<file path="src/rtl/fp32_to_int_trunc.sv">
module fp32_to_int_trunc #(
  parameter int VEC_W = 128
) (
  input  logic             clk,
  input  logic             rst,
  input  logic             in_valid,
  input  logic [VEC_W-1:0] in_vec,
  input  logic             wide_sel,
  input  logic             inv_mask,
  output logic             out_valid,
  output logic [63:0]      out_data,
  output logic             out_we,
  output logic             flag_invalid,
  output logic             flag_inexact,
  output logic             fault
);
  localparam int BIAS = 127;
  localparam int MANT = 23;

  logic        sgn;
  logic [7:0]  expo;
  logic [22:0] frac;
  logic [23:0] sig;
  logic [8:0]  k;
  logic [8:0]  lim;
  logic [5:0]  shl;
  logic [4:0]  shr;
  logic [63:0] mag, sval, indef, res;
  logic        inv, inx;

  assign sgn   = in_vec[31];
  assign expo  = in_vec[30:23];
  assign frac  = in_vec[22:0];
  assign sig   = {1'b1, frac};
  assign k     = {1'b0, expo} - 9'(BIAS);
  assign lim   = wide_sel ? 9'd63 : 9'd31;
  assign shl   = k[5:0] - 6'(MANT);
  assign shr   = 5'(MANT) - k[4:0];
  assign indef = wide_sel ? 64'h8000_0000_0000_0000 : 64'h0000_0000_8000_0000;

  always_comb begin
    inv = 1'b0;
    inx = 1'b0;
    mag = '0;
    if (expo == 8'hFF) begin
      inv = 1'b1;
    end else if (expo < 8'(BIAS)) begin
      inx = (expo != 8'd0) || (frac != 23'd0);
    end else if (k >= lim) begin
      if (sgn && k == lim && frac == 23'd0) mag = 64'd1 << lim[5:0];
      else inv = 1'b1;
    end else if (k >= 9'(MANT)) begin
      mag = {40'd0, sig} << shl;
    end else begin
      mag = {40'd0, sig} >> shr;
      inx = (sig & ((24'd1 << shr) - 24'd1)) != 24'd0;
    end
  end

  assign sval = sgn ? (~mag + 64'd1) : mag;
  assign res  = inv ? indef : (wide_sel ? sval : {32'd0, sval[31:0]});

  always_ff @(posedge clk) begin
    if (rst) out_valid <= 1'b0;
    else     out_valid <= in_valid;
  end

  always_ff @(posedge clk) begin
    if (rst) begin
      out_data     <= '0;
      flag_invalid <= 1'b0;
      flag_inexact <= 1'b0;
      out_we       <= 1'b0;
      fault        <= 1'b0;
    end else begin
      out_we <= in_valid && !(inv && !inv_mask);
      fault  <= in_valid && inv && !inv_mask;
      if (in_valid) begin
        out_data     <= res;
        flag_invalid <= inv;
        flag_inexact <= inx && !inv;
      end
    end
  end
endmodule

</file>
<file path="config.mk">
export PLATFORM = sky130hd
export DESIGN_NAME = fp32_to_int_trunc
export DESIGN_NICKNAME = d
export VERILOG_FILES = /design/src/rtl/fp32_to_int_trunc.sv
export SDC_FILE = /design/constraint.sdc
export NUM_CORES = 1
export LEC_CHECK = 0
export BUFFER_PORTS_ARGS = -buffer_cell sky130_fd_sc_hd__buf_2
export CORE_UTILIZATION = 30
export CTS_BUF_LIST = sky130_fd_sc_hd__clkbuf_4
export DETAILED_ROUTE_END_ITERATION = 10
export PLACE_DENSITY_LB_ADDON = 0.05
export SLEW_MARGIN = 10
export SYNTH_ARGS = -nofsm -noshare
export SYNTH_HDL_FRONTEND = slang
export SYNTH_SLANG_ARGS = --single-unit
export TNS_END_PERCENT = 20
</file>
<file path="constraint.sdc">
create_clock -name clk -period 8.1 [get_ports clk]
set_input_delay 1.62 -clock clk [delete_from_list [all_inputs] [get_ports clk]]
set_output_delay 1.62 -clock clk [all_outputs]
set_load 0.02 [all_outputs]
</file>
==> results of run 1 <==
-- kinds of logic after synthesis --
group	count (synthesis)	share of synthesized area
AND/OR/NAND/NOR	472	0.238
AO/OA/AOI/OAI	434	0.315
buffers and inverters	134	0.0623
multiplexers	113	0.165
flip-flops	69	0.147
XOR/XNOR	61	0.0584
adder cells (fa/ha/maj)	11	0.0146
-- cell usage after synthesis, types with 12 or more instances --
cell / count / area, sq um
mux4_2: 30 / 676
a31oi_1: 23 / 144
xor2_1: 24 / 210
o21ai_1: 14 / 70.1
o21ai_0: 111 / 556
mux2i_1: 47 / 470
nand2_1: 154 / 578
dfxtp_1: 69 / 1380
nor2_1: 134 / 503
o22ai_1: 26 / 163
a22oi_1: 27 / 203
a22o_1: 23 / 201
a211oi_1: 18 / 135
nor3_1: 29 / 145
nand2b_1: 13 / 81.3
inv_1: 25 / 93.8
o31ai_1: 16 / 120
o211ai_1: 21 / 158
mux2_2: 36 / 405
xnor2_1: 35 / 307
nand3_1: 50 / 250
and3_1: 12 / 75.1
a21oi_1: 51 / 255
nor4_1: 17 / 106
buf_2: 17 / 85.1
clkbuf_1: 73 / 274
-- final timing paths --
kind | end | slack, ps | cells past startpoint
max | out_data[51] | 1610 | 15
min | out_data[56] | 450 | 2
max reg2reg | out_data[60] | 7140 | 4
min reg2reg | out_data[56] | 450 | 2
-- sequential cells by signal, indices dropped and copies added, names as in the netlist --
signal and flops:
out_data 64, flag_inexact 1, out_we 1, out_valid 1
fault 1, flag_invalid 1
-- metrics by stage --
step	util	std cells	worst slack, ps	cell area, sq um
3_5_place_dp	0.344	1767	1220	10600
4_1_cts	0.348	1782	1710	10700
2_1_floorplan	-	1294	1860	9400
5_1_grt	0.349	1783	1270	10700
6_report	0.349	1784	1610	10700
3_3_place_gp	0.344	1767	1210	10600
-- report_power, final --
group | total (mW) | leakage [nW] | internal (mW) | switching [mW]
logic | 1.09 | 3.60 | 0.391 | 0.700
clock network | 0.236 | 0.0718 | 0.0922 | 0.144
registers | 0.368 | 0.561 | 0.359 | 0.00928
total | 1.70 | 4.23 | 0.842 | 0.854
-- cell type report --
type	count	area, sq um
Multi-Input combinational cell	1091	7480
Inverter	27	101
Clock inverter	6	65.1
Antenna cell	2	5.00
Clock buffer	9	67.6
Timing Repair Buffer	184	1120
Fill cell	3391	20000
Sequential cell	69	1380
Tap cell	396	495
-- per-layer routing --
| layer | wire length, um | GRT usage | part of all wire | up-vias |
|---|---|---|---|---|
| li1 | - | - | - | 5085 |
| met1 | 20300 | 0.394 | 0.48 | 5178 |
| met2 | 17800 | 0.391 | 0.42 | 473 |
| met3 | 3530 | 0.0492 | 0.083 | 52 |
| met4 | 770 | 0.0597 | 0.018 | 0 |
| met5 | 0 | 0 | 0 | - |
-- tightest hold or removal path, cell delays in order, from the launching register on --
cell	delay, ps
dfxtp_1	320
nand2_1	50
o21ai_1	50
==> run summary, run 1 <==
The flow ran to the end, but the final reports show violations. The checks that failed: design-rule violations. The analysis attributes to cell leakage a power of 4.23 nW. Row generation in the floorplan step produced 64 rows.

The maximum number of pins on one net before global-route repair came out at 69. The clock reaches the later pin of the worst-skew pair after 450 ps. The weighted congestion at the end of routability-driven global placement is 0.925. The detail route stage leaves a number of antenna-violating nets equal to 0. For this block, the initial DRC count from the detailed router was 1235.

The power per standard cell area is 158 mW/mm^2. The number of placed I/O pins is 202. The count of pins over their slew limit came out at 0. The library cell appearing most often on the critical path is buf_4. Setup violations remaining at the end of the flow were counted as 0. In this run the worst setup path begins at in_vec[23]. Measured along the x axis, the die boundary spans 179 um. Counting flops with a built-in enable in the synthesized netlist gives 0. The worst stage delay on the critical path is 680 ps. The worst register-to-register path begins at out_data[60]. The cell family contributing the most delay on the critical path is simple AND/OR/NAND/NOR gates. The layout net count is 1526.

Counting every instance in the synthesized netlist gives 1294. The first-pass iteration count of the detailed router is 8. The critical path contains buffers and inverters numbering 3 combined.

The commonest non-fill, non-tap cell in the layout is nand2_1. Post-CTS repair changed the size of 0 cells. After routing, the total negative slack on setup checks comes to 0 ps. The hold buffer count at CTS came out at 0. The path type of the worst min-delay path is register to register. During synthesis, Yosys emitted a total of 0 warnings. The remaining routing DRC violations came out at 52.

The vertical die dimension came out at 179 um. The fmax is 154 MHz. The total wire length after detailed routing came out at 42400 um. The clock buffer count from CTS came out at 9. The final critical path time including I/O delays and setup came out at 6490 ps.

The arrival time reported for the critical path endpoint came out at 6850 ps. The final total power is 1.70 mW. The required time at the endpoint of the critical path came out at 8460 ps. The core region area is 0.0307 sq mm. The share of the Yosys chip area taken by registers is 0.147. In the layout the commonest cells are nand2_1, nor2_1, o21ai_0. The maximum count of clock buffers along a single path came out at 2. The worst setup path is captured at a register. The area of the mapped netlist came out at 0.00940 sq mm. The period utilization came out at 0.802. The smallest hold slack came out at 447 ps. The slowest stage cell on the critical path is buf_4. The share of synthesized registers carrying an async set or reset is 0. The start point of the worst min-delay path is out_data[56].

The maximum fanout encountered on the critical timing path is 59. The wire length of the first global-routing pass came out at 63500 um. The mean instance size in the synthesized netlist came out at 7.27 sq um. Compared with the post-synthesis result, the final layout area differs by 14.0%. The floorplan step defined a die boundary enclosing 0.0321 sq mm.

Counting flops and latches in the post-synthesis netlist gives 69. The layout cell share with drive strength beyond 1 came out at 0.220. The critical path goes through buf_4 > buf_4 > nor2b_1 > a31o_2 > nor2_4 > mux2i_1 > o21ai_0 > a21oi_1 > nand4b_1 > nor4_2 > nand3_1 > buf_4 > o31ai_1 > xor2_1 > o21ai_0. The net count after synthesis is 1438. The aggregate global routing overflow came out at 0. The initial utilization of the core area, before any placement, comes to 0.306.

The total routing resource utilization after global routing is 0.266. Counting every sink on the clock net gives 69. Buffers placed on the I/O ports in this run total 105. The clock root buffer is clkbuf_4.

The total half-perimeter wirelength after legalization and detailed placement is 33100 um. The worst-margin pin slew is 1240 ps. The number of library cell types mapped by synthesis is 94. The worst-case headroom to the max-slew limit is 0.167. The setup skew after layout is 0 ps. The number of max-capacitance violations reported came out at 0. Dividing the detail-routed wire length by the instance count gives 23.8 um. TritonCTS built the clock tree. The number of H-tree levels is 3. The number of global-route vias before repair came out at 9958. The number of antenna violations at the first check in global routing was 1.

The type of the setup path with the least slack is input pin to register. The number of post-CTS setup repair buffers is 0. The worst IR drop on VDD is 0.0612 mV.

For this run, the leading register cell type out of synthesis is dfxtp_1. The worst setup path is launched from an input pin. After detailed routing, the number of vias per cell comes to 6.05.

The number of vias in the routed layout is 10788. The clock slew at the register clock pins of the worst setup and hold paths came out at 140 ps. Setup repair after global routing left no endpoint under its margin. The final hold violation count came out at 0.
Note: power is estimated with default switching activity, not from simulation.
==> inputs of run 2 (changes only) <==
==> constraint.sdc (replaced) <==
create_clock -name clk -period 6.3 [get_ports clk]
set_input_delay 1.26 -clock clk [delete_from_list [all_inputs] [get_ports clk]]
set_output_delay 1.26 -clock clk [all_outputs]
set_load 0.02 [all_outputs]
==> run 2 against run 1 <==
The flow still finishes with violations (design-rule violations). Combinational power grew 36%. Sequential share of layout area fell by 0.45 points. Via count is 2.5% higher. Total power is 36% higher. Die area is the same. Flip-flop and latch count did not move. Routed wire length up 3.3%. Worst setup slack worse by 1000 ps. Non-clock buffer count up 41. Critical path type unchanged. Critical endpoint is now out_data[55]. Highest routed layer unchanged.
==> run summary, run 2 (synthesis results as in run 1) <==
The run finished, with violations left. The checks that failed: design-rule violations. The wire length of the first global-routing pass came out at 65300 um (+2.7%). The final total power came to 2.31 mW (+36%). Leaving out fill and tap cells, the most frequent cells in the layout are nand2_1, nor2_1, buf_4. The clock latency at the later pin of the worst-skew pair was 470 ps (+20 ps). The logic gate share of total power is 0.638 (-0.006). The number of post-CTS setup repair buffers is 0 (unchanged). The total half-perimeter wirelength after legalization and detailed placement is 34400 um (+4.0%). The per-cell routed wire length came out at 24.0 um (+0.97%).

The total routing resource utilization after global routing is 0.272 (+0.00670). The number of H-tree levels is 3 (unchanged). The worst IR drop on VDD came out at 0.0787 mV (+29%). The arrival time reported for the critical path endpoint came out at 6040 ps (-810 ps). The total wire length after detailed routing is 43800 um (+3.3%).

The final hold violation count is 0 (unchanged). The number of core rows came out at 64 (unchanged). The worst-case headroom to the max-slew limit came out at 0.176 (+0.00890). The vertical die dimension is 179 um (unchanged).

Walking the worst path, the cells encountered are buf_2 > ha_1 > xor2_4 > a211oi_2 > xnor2_2 > buf_4 > mux4_2 > or2_0 > nor3b_1 > nor2_1 > nor2_1 > nand3_1 > buf_4 > o21ai_0 > xnor2_1 > o21ai_0. The aggregate global routing overflow is 0 (unchanged). The maximum fanout encountered on the critical timing path came out at 13 (-78%). The full die area is 0.0321 sq mm (unchanged).

The signed area change from the synthesized netlist to the final layout came out at 18.2%. The cell-internal power came out at 1.17 mW (+39%). The library cell used most frequently in the layout, excluding fill and tap cells, is nand2_1.

The TritonCTS sink count came to 69 (unchanged). The reported leakage power was 4.46 nW (+5.4%). The violation count after the first detailed-route iteration came out at 1227 (-0.65%).

The required time at the endpoint of the critical path is 6630 ps (-1830 ps). The most critical setup path has its startpoint at in_vec[24]. The switching part of the total is 0.494 (-0.00924).

The maximum number of pins on one net before global-route repair is 71 (+2.9%). The number of vias per cell after detailed routing is 6.06 (+0.15%). The first-pass iteration count of the detailed router is 10 (+2). The initial standard-cell utilization of the core is 0.306 (unchanged). The number of vias in the routed layout came out at 11053 (+2.5%). The worst hold path begins at out_data[56]. The sum of negative setup slack is 0 ps (unchanged).

The worst path needs 5700 ps of the cycle, external delays included. The number of max-capacitance violations reported came out at 0 (unchanged). The relative contribution of sequential cells to total power is 0.205 (-0.012). The number of placed I/O pins came out at 202 (unchanged). The power dissipated by switching net loads is 1.14 mW (+34%). Setup repair after global routing left no endpoint under its margin. The worst setup path is of the input pin to register kind. The weighted congestion at the end of routability-driven global placement is 0.965 (+4.3%). The clock slew at the register clock pins of the worst setup and hold paths is 110 ps (-30 ps). The path class of the tightest hold or removal check is register to register.

The maximum count of clock buffers along a single path came to 2 (unchanged). The slowest stage cell on the critical path is xnor2_2. The clock buffer count from CTS came to 9 (unchanged). The count of pins over their slew limit came out at 0 (unchanged). The start of the worst register-to-register path is out_data[60]. TritonCTS built the clock tree. The number of antenna violations at the first check in global routing is 1 (unchanged). The period utilization is 0.905. The number of global-route vias before repair came out at 10088 (+1.3%). The number of gates resized after CTS is 0 (unchanged). The horizontal extent of the die came to 179 um (unchanged). The flip-flop count of the largest register after layout is 64 (unchanged). The hold buffer count at CTS is 0 (unchanged). The setup skew after layout is 0 ps (unchanged). The tree is rooted in a clkbuf_4. The remaining number of nets flagged by the antenna check after routing is 0 (unchanged). The smallest hold slack came out at 448 ps (+0.927 ps). Derived from the worst setup path, the maximum achievable clock frequency is 175 MHz. The worst stage delay on the critical path was 680 ps (about the same). The remaining routing DRC violations came to 27 (-48%).

The core region area came out at 0.0307 sq mm (unchanged). out_data holds more flip-flops than any other register. The final number of setup-violating endpoints is 0 (unchanged). The layout cell share with drive strength beyond 1 was 0.242 (+0.0222). The clock group share of total power is 0.157 (+0.018).

The kind of launch point of the worst setup path is an input pin. The number of port buffers came to 105 (unchanged). The power per standard cell area is 208 mW/mm^2 (+32%).

The worst setup path is captured at a register. The number of inserted filler cells in the final layout came out at 3336 (-1.6%). The worst-margin pin slew came out at 1230 ps (-13.2 ps). The layout net count came out at 1567 (+2.7%).
-- run 2: changes by cell type in the layout (fill, tap and decap cells not counted) --
cell       before  now
buf_12          0    4
clkinv_1        0    1
clkinv_2        2    0
diode_2         2    1
buf_4          80  117
inv_6           0    2
clkinv_4        2    1
bufinv_16       1    2
-- run 2: power by group through the flow --
stage	registers (mW)	clock network, mW	logic (mW)
2_1_floorplan	0.514	0	0.870
3_3_place_gp	0.484	0	1.44
3_5_place_dp	0.484	0	1.44
4_1_cts	0.474	0.382	1.45
5_1_grt	0.477	0.393	1.58
6_report	0.474	0.363	1.48
-- run 2: worst max-delay path: cells and delay by family --
kind	cells	cell delay (ps)
mux	1	370
xor+xnor	3	1350
buf+inv	3	720
fa+ha+maj	1	440
compound gates	3	480
simple gates	5	1390
-- run 2: layout make-up --
| class | instances | area, sq um | area share |
|---|---|---|---|
| clock buffer | 9 | 67.6 | 0.00608 |
| inverter | 27 | 101 | 0.00912 |
| tap | 396 | 495 | 0.0446 |
| clock inverter | 7 | 97.6 | 0.00879 |
| multi-input combinational | 1091 | 7480 | 0.674 |
| sequential | 69 | 1380 | 0.124 |
| antenna | 1 | 2.50 | 0.000225 |
| timing repair buffer | 225 | 1480 | 0.133 |
-- run 2: path summary, 6_finish.rpt --
check / endpoint / slack, ps / cells past startpoint
min reg2reg: out_data[56] / 450 / 2
min: out_data[56] / 450 / 2
max reg2reg: out_data[60] / 5360 / 4
max: out_data[55] / 600 / 16
-- run 2: metal layers --
| layer | wire length [um] | global-route usage | share of wire |
|---|---|---|---|
| met1 | 20900 | 0.401 | 0.48 |
| met3 | 3740 | 0.0526 | 0.085 |
| met5 | 0 | 0 | 0 |
| met2 | 18400 | 0.402 | 0.42 |
| met4 | 756 | 0.0639 | 0.017 |
-- run 2: metrics by stage --
| stage | std cells | utilization | area, sq um | worst slack, ps |
|---|---|---|---|---|
| 2_1_floorplan | 1294 | - | 9400 | 422 |
| 3_5_place_dp | 1808 | 0.356 | 10900 | 270 |
| 3_3_place_gp | 1808 | 0.356 | 10900 | 271 |
| 6_report | 1825 | 0.361 | 11100 | 596 |
| 4_1_cts | 1824 | 0.361 | 11100 | 756 |
| 5_1_grt | 1825 | 0.361 | 11100 | 373 |
